File: src/rtl/pdn_cc_pkg.sv
`timescale 1ns/1ps
package pdn_cc_pkg;
   localparam int N_SRC = 4;
   localparam int N_CON = 13;

   // health vector bit positions (behavioural: match port description)
   localparam int H_MAIN_L = 0;
   localparam int H_MAIN_R = 1;
   localparam int H_AUX_L  = 2;
   localparam int H_AUX_R  = 3;

   // contactor bit positions (bit k drives contactor c(k+1))
   localparam int K_GEN_L  = 0;
   localparam int K_TIE_L  = 1;
   localparam int K_TIE_R  = 2;
   localparam int K_GEN_R  = 3;
   localparam int K_BKP_L  = 4;
   localparam int K_BKP_R  = 5;
   localparam int K_XB_L   = 8;
   localparam int K_XB_R   = 9;

   localparam logic [N_CON-1:0] FIXED_MASK = 13'b1_1100_1100_0000;

   typedef struct packed {
      logic aux_r;
      logic aux_l;
      logic main_r;
      logic main_l;
   } health_t;
endpackage

File: src/rtl/pdn_health_mon.sv
`timescale 1ns/1ps
module pdn_health_mon
   import pdn_cc_pkg::*;
(
   input  logic    clk,
   input  logic    rst,
   input  health_t hlt_i,
   output logic    all_bad_o,
   output logic    err_o
);
   health_t prev_q;
   logic    prev_vld_q;
   logic    recover;

   assign all_bad_o = (hlt_i == '0);
   assign recover   = prev_vld_q && ((~prev_q & hlt_i) != '0);

   always_ff @(posedge clk) begin
      if (rst) begin
         prev_q     <= '0;
         prev_vld_q <= 1'b0;
         err_o      <= 1'b0;
      end else begin
         prev_q     <= hlt_i;
         prev_vld_q <= 1'b1;
         if (all_bad_o || recover) err_o <= 1'b1;
      end
   end

   AST_ERR_STICKY: assert property (@(posedge clk) disable iff (rst)
      err_o |=> err_o);
   AST_ERR_ALL_BAD: assert property (@(posedge clk) disable iff (rst)
      (hlt_i == '0) |=> err_o);
endmodule

File: src/rtl/pdn_tie_arbiter.sv
`timescale 1ns/1ps
module pdn_tie_arbiter
   import pdn_cc_pkg::*;
#(
   parameter bit PREFER_RIGHT = 1'b0
)(
   input  logic       clk,
   input  logic       rst,
   input  health_t    hlt_i,
   output logic [1:0] tie_q   // [0] left tie c2, [1] right tie c3
);
   logic       mains_ok;
   logic       hold_l, hold_r;
   logic [1:0] free_pick;
   logic [1:0] tie_d;

   assign mains_ok = hlt_i.main_l && hlt_i.main_r;
   assign hold_l   = tie_q[0] && hlt_i.aux_l;
   assign hold_r   = tie_q[1] && hlt_i.aux_r;

   generate
      if (PREFER_RIGHT) begin : g_pref_r
         always_comb begin
            if (hlt_i.aux_r)      free_pick = 2'b10;
            else if (hlt_i.aux_l) free_pick = 2'b01;
            else                  free_pick = 2'b00;
         end
      end else begin : g_pref_l
         always_comb begin
            if (hlt_i.aux_l)      free_pick = 2'b01;
            else if (hlt_i.aux_r) free_pick = 2'b10;
            else                  free_pick = 2'b00;
         end
      end
   endgenerate

   always_comb begin
      if (mains_ok)    tie_d = 2'b00;
      else if (hold_l) tie_d = 2'b01;
      else if (hold_r) tie_d = 2'b10;
      else             tie_d = free_pick;
   end

   always_ff @(posedge clk) begin
      if (rst) tie_q <= 2'b00;
      else     tie_q <= tie_d;
   end

   AST_TIE_MUTEX: assert property (@(posedge clk) disable iff (rst)
      !(tie_q[0] && tie_q[1]));
   AST_TIE_AUX_L: assert property (@(posedge clk) disable iff (rst)
      !hlt_i.aux_l |=> !tie_q[0]);
   AST_TIE_AUX_R: assert property (@(posedge clk) disable iff (rst)
      !hlt_i.aux_r |=> !tie_q[1]);
   AST_TIE_HOLD_L: assert property (@(posedge clk) disable iff (rst)
      (tie_q[0] && hlt_i.aux_l && !mains_ok) |=> tie_q[0]);
   AST_TIE_HOLD_R: assert property (@(posedge clk) disable iff (rst)
      (tie_q[1] && hlt_i.aux_r && !mains_ok) |=> tie_q[1]);
endmodule

File: src/rtl/pdn_feeder_logic.sv
`timescale 1ns/1ps
module pdn_feeder_logic
   import pdn_cc_pkg::*;
(
   input  health_t          hlt_i,
   input  logic             all_bad_i,
   output logic [N_CON-1:0] feed_o   // tie bits left at zero
);
   logic aux_none;
   assign aux_none = !hlt_i.aux_l && !hlt_i.aux_r;

   always_comb begin
      feed_o          = FIXED_MASK;
      feed_o[K_GEN_L] = hlt_i.main_l;
      feed_o[K_GEN_R] = hlt_i.main_r;
      feed_o[K_BKP_L] = !hlt_i.main_l || (!hlt_i.main_r && aux_none);
      feed_o[K_BKP_R] = !hlt_i.main_r || (!hlt_i.main_l && aux_none);
      feed_o[K_XB_L]  = !hlt_i.main_l && !hlt_i.main_r;
      feed_o[K_XB_R]  = !hlt_i.main_l && !hlt_i.main_r;
      if (all_bad_i) begin
         feed_o[K_GEN_L] = 1'b0;
         feed_o[K_GEN_R] = 1'b0;
         feed_o[K_BKP_L] = 1'b0;
         feed_o[K_BKP_R] = 1'b0;
      end
   end
endmodule

File: src/rtl/pdn_contactor_ctrl.sv
`timescale 1ns/1ps
module pdn_contactor_ctrl
   import pdn_cc_pkg::*;
#(
   parameter int SRC_W        = 4,
   parameter int CON_W        = 13,
   parameter bit PREFER_RIGHT = 1'b0
)(
   input  logic             clk,
   input  logic             rst,
   input  logic [SRC_W-1:0] src_ok_i,
   output logic [CON_W-1:0] contactor_o,
   output logic             assume_err_o
);
   generate
      if (SRC_W != N_SRC) begin : g_bad_src
         $error("SRC_W must equal the fixed source count");
      end
      if (CON_W != N_CON) begin : g_bad_con
         $error("CON_W must equal the fixed contactor count");
      end
   endgenerate

   health_t          hlt;
   logic             all_bad;
   logic [N_CON-1:0] feed;
   logic [N_CON-1:0] feed_q;
   logic [1:0]       tie_q;

   assign hlt = health_t'(src_ok_i[N_SRC-1:0]);

   pdn_health_mon u_mon (
      .clk       (clk),
      .rst       (rst),
      .hlt_i     (hlt),
      .all_bad_o (all_bad),
      .err_o     (assume_err_o)
   );

   pdn_feeder_logic u_feed (
      .hlt_i     (hlt),
      .all_bad_i (all_bad),
      .feed_o    (feed)
   );

   pdn_tie_arbiter #(.PREFER_RIGHT(PREFER_RIGHT)) u_tie (
      .clk   (clk),
      .rst   (rst),
      .hlt_i (hlt),
      .tie_q (tie_q)
   );

   always_ff @(posedge clk) begin
      if (rst) feed_q <= '0;
      else     feed_q <= feed;
   end

   always_comb begin
      contactor_o          = feed_q;
      contactor_o[K_TIE_L] = tie_q[0];
      contactor_o[K_TIE_R] = tie_q[1];
   end

   AST_FIXED_ON: assert property (@(posedge clk) disable iff (rst)
      !rst |=> ((contactor_o & FIXED_MASK) == FIXED_MASK));
   AST_GEN_TRACK_L: assert property (@(posedge clk) disable iff (rst)
      !rst |=> (contactor_o[K_GEN_L] == $past(src_ok_i[H_MAIN_L])));
   AST_GEN_TRACK_R: assert property (@(posedge clk) disable iff (rst)
      !rst |=> (contactor_o[K_GEN_R] == $past(src_ok_i[H_MAIN_R])));
   AST_MAINS_OK_OPEN: assert property (@(posedge clk) disable iff (rst)
      (src_ok_i[H_MAIN_L] && src_ok_i[H_MAIN_R]) |=>
      (contactor_o[K_XB_R:K_XB_L] == 2'b00 && contactor_o[K_BKP_R:K_TIE_L] == 5'b00100)
      == (contactor_o[K_GEN_R] == 1'b1));
   AST_MAINS_LOST_XB: assert property (@(posedge clk) disable iff (rst)
      (!src_ok_i[H_MAIN_L] && !src_ok_i[H_MAIN_R]) |=> (contactor_o[K_XB_R:K_XB_L] == 2'b11));
   AST_GEN_BKP_EXCL_L: assert property (@(posedge clk) disable iff (rst)
      (src_ok_i[H_AUX_L] || src_ok_i[H_AUX_R]) |=> !(contactor_o[K_GEN_L] && contactor_o[K_BKP_L]));
   AST_GEN_BKP_EXCL_R: assert property (@(posedge clk) disable iff (rst)
      (src_ok_i[H_AUX_L] || src_ok_i[H_AUX_R]) |=> !(contactor_o[K_GEN_R] && contactor_o[K_BKP_R]));
   AST_ALL_BAD_OPEN: assert property (@(posedge clk) disable iff (rst)
      (src_ok_i[N_SRC-1:0] == '0) |=> (contactor_o[K_BKP_R:K_GEN_L] == '0));
endmodule

File: config.mk
export PLATFORM = sky130hd
export DESIGN_NAME = pdn_contactor_ctrl
export DESIGN_NICKNAME = d
export VERILOG_FILES = /design/src/rtl/pdn_cc_pkg.sv /design/src/rtl/pdn_health_mon.sv /design/src/rtl/pdn_tie_arbiter.sv /design/src/rtl/pdn_feeder_logic.sv /design/src/rtl/pdn_contactor_ctrl.sv
export SDC_FILE = /design/constraint.sdc
export NUM_CORES = 1
export LEC_CHECK = 0
export ABC_CLOCK_PERIOD_IN_PS = 800
export BUFFER_PORTS_ARGS = -buffer_cell sky130_fd_sc_hd__buf_2
export CAP_MARGIN = 20
export CORE_MARGIN = 2
export CORE_UTILIZATION = 45
export DETAILED_ROUTE_END_ITERATION = 6
export PLACE_DENSITY = 0.76
export SLEW_MARGIN = 15
export SYNTH_ARGS = -nofsm -noshare
export SYNTH_HDL_FRONTEND = slang
export SYNTH_HIERARCHICAL = 1
export SYNTH_SLANG_ARGS = --single-unit
File: constraint.sdc
create_clock -name clk -period 0.8 [get_ports clk]
set_input_delay 0.04 -clock clk [delete_from_list [all_inputs] [get_ports clk]]
set_output_delay 0.04 -clock clk [all_outputs]
set_load 0.02 [all_outputs]
==> impl_metrics.ini, run 1 <==
[sta]
clock.fmax_ghz = 1.123
setup_viol = 4
skew_ns = 0.0008642
finalHoldViolCount = 0
timing.final.ws_setup_ns = -0.09084
hold-worst-slack_ns = 0.03918
timing.final.crit_share_pct = 111.4
drv_slew = 0
finalCriticalPeriod_ns = 0.8908
rsz0062_at_grt = yes

[place]
placement.cell_area_um2 = 870.8
dp_slack_ns = -0.1632
dp_hpwl_um = 802.5
gp_congestion = 0.7153
io_buffer_count = 19

[power]
leakage_nw = 0.4653
peakVddDrop_mv = 1.034
power_density_nw_per_um2 = 1821

[finish]
area_growth_syn_to_layout_pct = 37.57
antenna_cells = 0
fin_nets = 101
drive_above_1_share_pct = 61.70
final_area_um2 = 989.7

[global_route]
grt_pass1_wl_mm = 1.925
grt_start_max_net_pins = 11
grt_pass1_vias = 460
antenna_found_initial = 0
grt_overflow = 0
grt_usage_pct = 14.31

[route]
wl_per_cell_um = 11.09
first_pass_iters = 5
drc_errors = 0
vias = 488
via_per_inst = 4.436
detail-route-antenna-nets = 0
wl_mm = 1.220
drt_iter0_drc = 2

[cts]
cts_tree = done
clk_latency_ns = 0.29
cts-root-buf = clkbuf_4
clk_pin_slew_worst_paths_ns = 0.10
cts_max_level = 1
clockBufferDepth = 2
cts_setup_buffers = 0
cts_inserted_buffers = 3
clock-sinks = 19

[run_status]
violations = negative setup slack
outcome = complete, but fails checks

[critical_path]
cp_max_fo = 1
endpoint_kind = flip-flop
cp-start-kind = flip-flop
cp.arrival_ns = 1.07
worstSetupPathType = reg2reg
worst_ep_required_time_ns = 0.98

[die]
dieArea_um2 = 1935
num_rows = 14
core-area_um2 = 1506
io_pins = 20
die_w_um = 43.99
dieHeight_um = 43.99
start_util_pct = 47.76

[synth]
netlist_instances = 64
syn_area_per_cell_um2 = 11.24
ys_warn_count = 6
synth_area_um2 = 719.4

[min_path]
min_path_type = in2reg

[job]
maxCapViolCount = 0
[final timing paths]
kind	start	to	slack (ns)	cells after the start
setup / recovery	u_mon/prev_q[1]$_SDFF_PP0_	u_mon/err_o$_SDFFE_PP0P_	-0.09	3
hold / removal	rst	feed_q[3]$_SDFF_PP0_	0.04	2
setup reg to reg	u_mon/prev_q[1]$_SDFF_PP0_	u_mon/err_o$_SDFFE_PP0P_	-0.09	3
hold reg to reg	u_mon/prev_vld_q$_DFF_P_	u_mon/err_o$_SDFFE_PP0P_	0.45	2
[cell type report]
type | instances | area [um2]
flip-flops and latches | 19 | 395.4
repair buffers | 29 | 250.2
clock buffers | 4 | 26.28
fillers | 115 | 516.7
well taps | 16 | 20.02
multi-input cells | 40 | 290.3
inverters | 2 | 7.507
[per-layer routing]
layer | wire [um] | track usage (%) | up-vias
met5 | 0 | 0 | -
met3 | 40 | 3.750 | 4
met4 | 48 | 10.91 | 0
met1 | 491 | 16.80 | 221
li1 | - | - | 252
met2 | 640 | 22.06 | 11
[what timing repair did]
item                       CTS  global route
hold buffers                 0             0
setup endpoints to repair   12            13
pin swaps                    2             2
gates resized for setup     19            17
[worst max-delay path, stage by stage, from the launching register on]
cell and delay (ns):
dfxtp_1 0.33, nor2b_1 0.05, o41ai_2 0.32, a21oi_1 0.10
[flip-flops by register name (all words and copies together), names as in the netlist]
signal            cells
u_tie/tie_q           2
u_mon/prev_vld_q      1
u_mon/err_o           1
u_mon/prev_q          4
feed_q               11
[layout by cell type (no fill, tap or decap), drive strengths merged]
cell type	n
buf	29
nand3b	1
nor2	2
clkbuf	4
nor2b	21
or3	2
nor4	1
o211a	1
and3	1
inv	2
conb	5
dfxtp	19
and2b	1
o41ai	1
a21oi	4
[report_power, final]
group	total, W	switching [W]	internal, W
clock	0.000473	0.000279	0.000194
combinational	0.000302	0.000140	0.000162
sequential	0.00103	0.0000236	0.00100
total	0.00180	0.000442	0.00136
[per-stage QoR]
stage	util [%]	power (W)	std cells	TNS, ns
2_1_floorplan	-	0.001205	68	-0.04138
3_3_place_gp	57.81	0.001290	106	-0.5776
3_5_place_dp	57.81	0.001294	106	-0.7265
4_1_cts	62.87	0.001789	110	-0.1451
5_1_grt	65.70	0.001893	110	-0.3800
6_report	65.70	0.001802	110	-0.1098
Note: power is estimated with default switching activity, not from simulation.
==> run 2, diff against run 1 <==
Settings changed: REMOVE_ABC_BUFFERS set to 1.
==> impl_metrics.ini, run 2 (synthesized netlist as in run 1, its figures left out) <==
[power]
peakVddDrop_mv = 0.9856
leakage_nw = 0.4640
power_density_nw_per_um2 = 1802

[sta]
hold-worst-slack_ns = 0.03591
clock.fmax_ghz = 1.123
rsz0062_at_grt = yes
skew_ns = 0.006800
drv_slew = 0
timing.final.crit_share_pct = 111.3
setup_viol = 1
finalHoldViolCount = 0
finalCriticalPeriod_ns = 0.8902
timing.final.ws_setup_ns = -0.09023

[critical_path]
crit_chain = nor2b_1 > o41ai_2 > a21oi_1
cp.arrival_ns = 1.07
reg2regPathDepth = 3
slowest_delay_ns = 0.33
cp_slowest_cell = dfxtp_2
cp_max_fo = 1
worstSetupPathType = reg2reg
cp-start-kind = flip-flop
worst_ep_required_time_ns = 0.98
endpoint_kind = flip-flop

[cts]
cts_tree = done
cts_inserted_buffers = 3
cts_max_level = 1
cts_setup_buffers = 0
clk_latency_ns = 0.29
clock-sinks = 19
clk_pin_slew_worst_paths_ns = 0.11
cts-root-buf = clkbuf_4
clockBufferDepth = 2

[place]
io_buffer_count = 19
dp_hpwl_um = 903.4
placement.cell_area_um2 = 853.3
gp_congestion = 0.7851

[global_route]
antenna_found_initial = 0
grt_usage_pct = 15.29
grt_start_max_net_pins = 12
grt_overflow = 0
grt_pass1_vias = 513
grt_pass1_wl_mm = 2.097

[finish]
drive_above_1_share_pct = 65.59
antenna_cells = 0
largest_reg_flops = 11
fin_nets = 100
mostFrequentLayoutCells = dfxtp_2 (16), buf_6 (13), nor2b_1 (11)
final_area_um2 = 994.7
reg.largest.list = feed_q: 11 flops, u_mon/prev_q: 4 flops, u_tie/tie_q: 2 flops
area_growth_syn_to_layout_pct = 38.26
largest-register = feed_q
layout_commonest_cell = dfxtp_2

[min_path]
min_path_cells = 2
min_path_type = in2reg

[route]
detail-route-antenna-nets = 0
first_pass_iters = 4
via_per_inst = 4.596
wl_per_cell_um = 11.31
drt_iter0_drc = 3
vias = 501
drc_errors = 0
wl_mm = 1.233

[run_status]
violations = negative setup slack
outcome = complete, but fails checks

[die]
io_pins = 20
num_rows = 14
start_util_pct = 47.76
dieArea_um2 = 1935
die_w_um = 43.99
core-area_um2 = 1506
dieHeight_um = 43.99

[job]
maxCapViolCount = 0
## run 2: cell count changes in the layout (fill, tap and decap cells not counted), sizes merged
cell and change:
buf -2, dlygate4sd3 +1, clkinv +1, clkbuf -1
## run 2: metal layers
layer	global-route usage, %	up-vias	part of all wire, %
li1	-	250	-
met1	16.67	233	42
met2	25.59	16	52
met3	3.750	2	3.6
met4	10.91	0	1.5
met5	0	-	0
## run 2: area by class of cell
type	count	area, um2
Fill cell	120	511.7
Sequential cell	19	400.4
Multi-Input combinational cell	40	290.3
Timing Repair Buffer	28	249.0
Clock buffer	3	22.52
Tap cell	16	20.02
Inverter	2	7.507
Clock inverter	1	5.005
## run 2: stage by stage
stage	setup WS, ns	utilization, %	power, W	instances	setup TNS (ns)
2_1_floorplan	-0.04344	-	0.001168	61	-0.05817
3_3_place_gp	-0.08320	56.64	0.001286	104	-0.3664
3_5_place_dp	-0.09327	56.64	0.001292	104	-0.4459
4_1_cts	-0.1005	63.95	0.001801	108	-0.1241
5_1_grt	-0.1287	66.03	0.001899	109	-0.5307
6_report	-0.09023	66.03	0.001793	109	-0.09023
## run 2: repair_timing
action | in CTS | in global routing
hold buffers | 0 | 1
gates resized for setup | 32 | 11
pin swaps | 2 | 2
endpoints found under the hold margin | 0 | 2
endpoints found under the setup margin | 15 | 15
## run 2: final timing paths
| path | start | to | slack [ns] |
|---|---|---|---|
| worst min register to register | u_mon/prev_vld_q$_DFF_P_ | u_mon/err_o$_SDFFE_PP0P_ | 0.45 |
| worst min-delay path | src_ok_i[0] | u_mon/prev_q[0]$_SDFF_PP0_ | 0.04 |
| worst max-delay path | u_mon/prev_q[1]$_SDFF_PP0_ | u_mon/err_o$_SDFFE_PP0P_ | -0.09 |
| worst max register to register | u_mon/prev_q[1]$_SDFF_PP0_ | u_mon/err_o$_SDFFE_PP0P_ | -0.09 |
## run 2: power by group
| part | internal [W] | total, W | switching, W |
|---|---|---|---|
| Combinational | 0.000163 | 0.000302 | 0.000140 |
| Sequential | 0.00101 | 0.00103 | 0.0000242 |
| Clock | 0.000186 | 0.000460 | 0.000274 |
| Total | 0.00135 | 0.00179 | 0.000438 |
## run 2: worst max-delay path, delay by kind of cell, from the launching register on
family	cells	cell delay [ns]
DFF	1	0.33
AOI/OAI and AO/OA	2	0.41
and+or+nand+nor	1	0.04
